==> config.mk <==
export PLATFORM = sky130hd
export DESIGN_NAME = pkt_evt_gen
export DESIGN_NICKNAME = d
export VERILOG_FILES = /design/src/rtl/pkt_evt_pkg.sv /design/src/rtl/pkt_bus_sync.sv /design/src/rtl/pkt_tracker.sv /design/src/rtl/stall_watchdog.sv /design/src/rtl/pkt_evt_gen.sv
export SDC_FILE = /design/constraint.sdc
export NUM_CORES = 1
export LEC_CHECK = 0
export ABC_AREA = 0
export CORE_MARGIN = 2
export CORE_UTILIZATION = 40
export DETAILED_ROUTE_END_ITERATION = 8
export DONT_BUFFER_PORTS = 1
export GPL_ROUTABILITY_DRIVEN = 0
export HOLD_SLACK_MARGIN = 0.03
export PLACE_DENSITY = 0.58
export RECOVER_POWER = 100
export SLEW_MARGIN = 10
export SYNTH_ARGS = -nofsm -noshare
export SYNTH_HDL_FRONTEND = slang
export SYNTH_HIERARCHICAL = 1
export SYNTH_SLANG_ARGS = --single-unit
==> constraint.sdc <==
create_clock -name clk -period 2.8 [get_ports clk]
set_input_delay 0.14 -clock clk [delete_from_list [all_inputs] [get_ports clk]]
set_output_delay 0.14 -clock clk [all_outputs]
set_load 0.03 [all_outputs]
==> src/rtl/pkt_evt_pkg.sv <==
package pkt_evt_pkg;
  typedef enum logic [1:0] {
    ST_IDLE   = 2'd0,
    ST_PEND   = 2'd1,
    ST_ACTIVE = 2'd2
  } trk_state_e;
endpackage

==> src/rtl/pkt_bus_sync.sv <==
module pkt_bus_sync (
  input  logic clk,
  input  logic rst,
  input  logic cs_n_async,
  input  logic rd_n_async,
  output logic rd_evt
);
  logic rd_q1, rd_q2, rd_q3;
  logic cs_q1, cs_q2;

  always_ff @(posedge clk) begin
    if (rst) begin
      rd_q1 <= 1'b1;
      rd_q2 <= 1'b1;
      rd_q3 <= 1'b1;
      cs_q1 <= 1'b1;
      cs_q2 <= 1'b1;
    end else begin
      rd_q1 <= rd_n_async;
      rd_q2 <= rd_q1;
      rd_q3 <= rd_q2;
      cs_q1 <= cs_n_async;
      cs_q2 <= cs_q1;
    end
  end

  // Active (falling) strobe edge qualified by a selected chip
  assign rd_evt = rd_q3 & ~rd_q2 & ~cs_q2;
endmodule

==> src/rtl/pkt_tracker.sv <==
module pkt_tracker
  import pkt_evt_pkg::*;
#(
  parameter int DATA_W    = 32,
  parameter int PKT_WORDS = 128,
  parameter int LVL_W     = 11
) (
  input  logic              clk,
  input  logic              rst,
  input  logic [LVL_W-1:0]  fifo_level,
  input  logic [DATA_W-1:0] fifo_rd_data,
  input  logic              rd_evt,
  output logic              fifo_pop,
  output logic [DATA_W-1:0] bus_data,
  output logic              dma_evt,
  output logic              pkt_done,
  output logic              busy
);
  localparam int WCNT_W = $clog2(PKT_WORDS + 1);
  localparam logic [WCNT_W-1:0] LAST_WORD = WCNT_W'(PKT_WORDS - 1);
  localparam logic [LVL_W-1:0]  PKT_LVL   = LVL_W'(PKT_WORDS);

  trk_state_e        state_q;
  logic [WCNT_W-1:0] wcnt_q;

  always_ff @(posedge clk) begin
    if (rst) begin
      state_q  <= ST_IDLE;
      wcnt_q   <= '0;
      fifo_pop <= 1'b0;
      bus_data <= '0;
      dma_evt  <= 1'b0;
      pkt_done <= 1'b0;
    end else begin
      fifo_pop <= 1'b0;
      pkt_done <= 1'b0;
      case (state_q)
        ST_IDLE: begin
          // wait out a pop still in flight so the level is current
          if (!fifo_pop && fifo_level >= PKT_LVL) begin
            state_q <= ST_PEND;
            dma_evt <= 1'b1;
            wcnt_q  <= '0;
          end
        end
        ST_PEND, ST_ACTIVE: begin
          if (rd_evt) begin
            dma_evt  <= 1'b0;
            fifo_pop <= 1'b1;
            bus_data <= fifo_rd_data;
            if (wcnt_q == LAST_WORD) begin
              state_q  <= ST_IDLE;
              wcnt_q   <= '0;
              pkt_done <= 1'b1;
            end else begin
              state_q <= ST_ACTIVE;
              wcnt_q  <= wcnt_q + 1'b1;
            end
          end
        end
        default: state_q <= ST_IDLE;
      endcase
    end
  end

  assign busy = (state_q != ST_IDLE);

  AST_EVT_NEEDS_PKT: assert property (@(posedge clk) disable iff (rst)
    $rose(dma_evt) |-> $past(fifo_level) >= PKT_LVL);
  AST_EVT_LOW_MID_PKT: assert property (@(posedge clk) disable iff (rst)
    (state_q == ST_ACTIVE) |-> !dma_evt);
  AST_NO_POP_IDLE: assert property (@(posedge clk) disable iff (rst)
    fifo_pop |-> $past(state_q) != ST_IDLE);
  AST_DONE_SINGLE: assert property (@(posedge clk) disable iff (rst)
    pkt_done |=> !pkt_done);
endmodule

==> src/rtl/stall_watchdog.sv <==
module stall_watchdog #(
  parameter int CNT_W = 16,
  parameter int IRQ_W = 8
) (
  input  logic             clk,
  input  logic             rst,
  input  logic             busy,
  input  logic             rd_evt,
  input  logic [CNT_W-1:0] thresh,
  output logic             stall_irq
);
  localparam int PW_W = (IRQ_W > 1) ? $clog2(IRQ_W) : 1;

  logic [CNT_W-1:0] cnt_q;
  logic             fired_q;
  logic [PW_W-1:0]  left_q;
  logic             fire_now;

  assign fire_now = busy & ~rd_evt & ~fired_q & (cnt_q >= thresh);

  always_ff @(posedge clk) begin
    if (rst || !busy) begin
      cnt_q   <= '0;
      fired_q <= 1'b0;
    end else if (rd_evt) begin
      cnt_q   <= '0;
      fired_q <= 1'b0;
    end else if (fire_now) begin
      fired_q <= 1'b1;
    end else if (!fired_q) begin
      cnt_q <= cnt_q + 1'b1;
    end
  end

  always_ff @(posedge clk) begin
    if (rst) begin
      stall_irq <= 1'b0;
      left_q    <= '0;
    end else if (fire_now) begin
      stall_irq <= 1'b1;
      left_q    <= PW_W'(IRQ_W - 1);
    end else if (stall_irq) begin
      if (left_q == '0) stall_irq <= 1'b0;
      else left_q <= left_q - 1'b1;
    end
  end

  AST_IRQ_NEEDS_BUSY: assert property (@(posedge clk) disable iff (rst)
    $rose(stall_irq) |-> $past(busy));
  AST_NO_IRQ_AFTER_READ: assert property (@(posedge clk) disable iff (rst)
    rd_evt |=> !$rose(stall_irq));
  AST_ONE_FIRE_PER_STALL: assert property (@(posedge clk) disable iff (rst)
    (fired_q && busy && !rd_evt) |=> !$rose(stall_irq));
endmodule

==> src/rtl/pkt_evt_gen.sv <==
module pkt_evt_gen #(
  parameter int DATA_W    = 32,
  parameter int PKT_WORDS = 128,
  parameter int LVL_W     = 11,
  parameter int CNT_W     = 16,
  parameter int IRQ_W     = 8
) (
  input  logic              clk,
  input  logic              rst,
  input  logic [LVL_W-1:0]  fifo_level,
  input  logic [DATA_W-1:0] fifo_rd_data,
  output logic              fifo_pop,
  input  logic              bus_cs_n,
  input  logic              bus_rd_n,
  output logic [DATA_W-1:0] bus_data,
  input  logic [CNT_W-1:0]  stall_thresh,
  output logic              dma_evt,
  output logic              stall_irq,
  output logic              pkt_done
);
  logic rd_evt;
  logic busy;

  pkt_bus_sync u_sync (
    .clk        (clk),
    .rst        (rst),
    .cs_n_async (bus_cs_n),
    .rd_n_async (bus_rd_n),
    .rd_evt     (rd_evt)
  );

  pkt_tracker #(
    .DATA_W    (DATA_W),
    .PKT_WORDS (PKT_WORDS),
    .LVL_W     (LVL_W)
  ) u_trk (
    .clk          (clk),
    .rst          (rst),
    .fifo_level   (fifo_level),
    .fifo_rd_data (fifo_rd_data),
    .rd_evt       (rd_evt),
    .fifo_pop     (fifo_pop),
    .bus_data     (bus_data),
    .dma_evt      (dma_evt),
    .pkt_done     (pkt_done),
    .busy         (busy)
  );

  stall_watchdog #(
    .CNT_W (CNT_W),
    .IRQ_W (IRQ_W)
  ) u_wdog (
    .clk       (clk),
    .rst       (rst),
    .busy      (busy),
    .rd_evt    (rd_evt),
    .thresh    (stall_thresh),
    .stall_irq (stall_irq)
  );
endmodule

==> impl_results.md <==
* Cts bufs inserted at 9
* Crit Path Class: flop to flop
* Maximum VDD drop at 0.000310 V
* Drt drc at 0
* Async SR Flop Fraction at 0%
* GRT Total Usage at 17.2%
* Reg2Reg Setup Slack at 380 ps
* Core area at 8220 um^2
* Hold crit path type: input pin to flop
* Avg Inst Size Synth at 8.32 um^2
* Worst slew pin tran at 923 ps
* Dpl cell area at 3520 um^2
* Fin crit share at 86.6%
* Post-synth top cells: nand2_1 (77), dfxtp_1 (71), a21oi_1 (47)
* CP Max Fanout at 9
* Average wire per standard cell at 14.3 um
* WHS Path Cells at 2
* Slew Limit Fails at 0
* Final Skew at 9.91 ps
* Flop pwr share at 50.0%
* Final wirelength at 7.93 mm
* Root buf cell: clkbuf_8
* R2R Path End: u_wdog/cnt_q[14]
* Syn-to-layout area delta at 19.4%
* Status: finished, final reports clean
* Top FF cell, synth: dfxtp_1
* Total grt overflow at 0
* Pre-Repair DR Iteration Count at 4
* Net Switching at 542 uW
* WP data arrival at 2660 ps
* Final Instance Area at 4070 um^2
* Fin Hold WS at 101 ps
* Post-Syn Nets at 495
* Rows at 33
* Yosys cell types at 54
* P_leak at 1.51 nW
* Met2 usage at 28.4%
* Most common cell in the netlist: nand2_1
* Setup_tns at 0 ps
* Fillers at 802
* Detailed Route Iter0 Violations at 129
* #FFs+latches synth at 71
* Comb power frac at 8.0%
* Max clock buf depth at 2
* Top Ports at 99
* Top post-synthesis cells by area: dfxtp_1 (42%), nand2_1 (8.5%), ha_1 (8.5%)
* Vias in the first global route at 2690
* Layout net count at 530
* Hold_sp: rst
* Peak Freq at 0.413 GHz
* Final Hold Fails at 0
* Die W at 96.2 um
* Max cap viols at 0
* Skew-Pair Late Insertion Delay at 350 ps
* N_diodes at 0
* Hold-critical path endpoint: u_trk/bus_data[21]
* Global-route wire length before repair at 12.4 mm
* Critical Path End Type: flop
* Yosys top cell area share at 41.8%
* YS warnings at 6
* FF-to-FF Start: u_wdog/cnt_q[13]
* Pin count of the biggest net entering global routing at 50
* Top Usage Layer GRT: met2
* Clock network fraction of total power at 42.0%
* Count of flip-flops with a built-in enable after synthesis at 0
* Critical path launch point type: flop
* Initial antenna violation count at 0
* Global routing usage on met1 at 21.0%
* Final Critical Period at 2420 ps
* DR vias at 2911
* H-tree Lvls at 3
* Avg Vias per Cell at 5.25
* Reg2reg path depth at 7
* Required @ worst endpoint at 3040 ps
* RSZ-0062 raised after global routing: false
* Die height at 96.2 um
* Dpl hpwl at 5.31 mm
* Synth Instances at 409
* CTS tree: built
* Initial core utilization at 41.4%
* Setup-failing EPs final at 0
* Slew Limit Headroom at 37.8%
* Die ar. at 9260 um^2
* Routed Antenna Nets at 0
* Port bufs at 0
* Clock Sinks at 71
* Area leader, netlist: dfxtp_1
* Seq/Total Area, Yosys at 41.8%
* Pre-CTS WS at 381 ps
* Int Power at 1.53 mW
* Reg clk slew, reported paths at 90 ps
* Mapped Area at 3400 um^2
* Layout cells sized above 1 at 6.68%
* M3 GR Usage at 4.07%
* Net Sw Frac at 26.1%
* Final setup margin at 376 ps
* PwrDens at 510 nW/um^2
cells in the final DEF, fill, tap and decap left out, types with 4 or more instances in the layout:
cell,n
o2111ai_1,9
or3_1,7
nor3_1,6
dfxtp_1,71
o21ai_0,13
buf_4,4
nand3_1,8
o211ai_1,8
nand2_1,77
nor2_1,24
a21oi_1,47
ha_1,23
xor2_1,9
inv_1,31
dlygate4sd3_1,34
clkbuf_8,9
or2_1,6
nand4_1,5
routing by layer:
layer  up-vias  wire length (um)
li1       1490                 -
met4         0                65
met3         4               301
met1      1361              3560
met5         -                 0
met2        56              4000
kinds of logic after synthesis:
family / after synthesis / share of synthesized area, %
and+or+nand+nor: 149 / 20.6
AOI/OAI and AO/OA: 106 / 20.6
DFF: 71 / 41.8
buffers and inverters: 48 / 5.55
adders and majority gates: 23 / 8.46
xor gates and xnor gates: 12 / 3.09
worst max-delay path: stages, from the launching register on:
cell and delay, ps:
dfxtp_1 380, ha_1 260, a21o_1 180, a21o_1 210
a2111oi_4 540, o21ai_2 220, o31a_1 330, o21ba_2 200
power groups by stage:
stage                     Sequential [mW]  Clock [mW]  Combinational (mW)
final                                1.04       0.871               0.166
after global routing                 1.04       0.944               0.185
after CTS                            1.04       0.904               0.166
after detailed placement             1.06           0               0.114
after global placement               1.06           0               0.113
after floorplan                      1.06           0              0.0996
stage by stage:
stage,utilization [%],cells,total power [mW]
detailed placement,42.8,503,1.17
CTS,49.8,554,2.11
finish,49.5,554,2.07
floorplan,-,409,1.16
global placement,42.8,503,1.17
global route,49.5,554,2.17
registers in the layout, indices dropped and copies added (netlist names), 2 cells and up:
register,cells
u_trk/bus_data,32
u_trk/state_q,2
u_trk/wcnt_q,8
u_wdog/cnt_q,16
u_wdog/left_q,3
timing repair:
item / CTS / global route
setup buffers: 0 / 0
hold buffers: 35 / 0
gates resized for setup: 0 / 0
hold endpoints to repair: 50 / 0
area by class of cell:
class | instances | area (um^2) | area share (%)
multi-input combinational | 290 | 1780 | 43.9
clock inverter | 7 | 87.6 | 2.15
inverter | 31 | 116 | 2.86
timing repair buffer | 41 | 400 | 9.85
sequential | 71 | 1420 | 35.0
tap | 105 | 131 | 3.23
clock buffer | 9 | 124 | 3.05
worst max-delay path by stage:
stage / startpoint / to / slack [ps] / cells past startpoint
floorplan: u_wdog/cnt_q[13] / u_wdog/cnt_q[14] / 650 / 7
global placement: u_wdog/cnt_q[13] / u_wdog/cnt_q[14] / 410 / 7
detailed placement: u_wdog/cnt_q[13] / u_wdog/cnt_q[14] / 380 / 7
CTS: u_wdog/cnt_q[13] / u_wdog/cnt_q[14] / 360 / 7
global route: u_wdog/cnt_q[0] / u_wdog/cnt_q[12] / 160 / 9
finish: u_wdog/cnt_q[13] / u_wdog/cnt_q[14] / 380 / 7
Power figures use the tool's default switching activity.
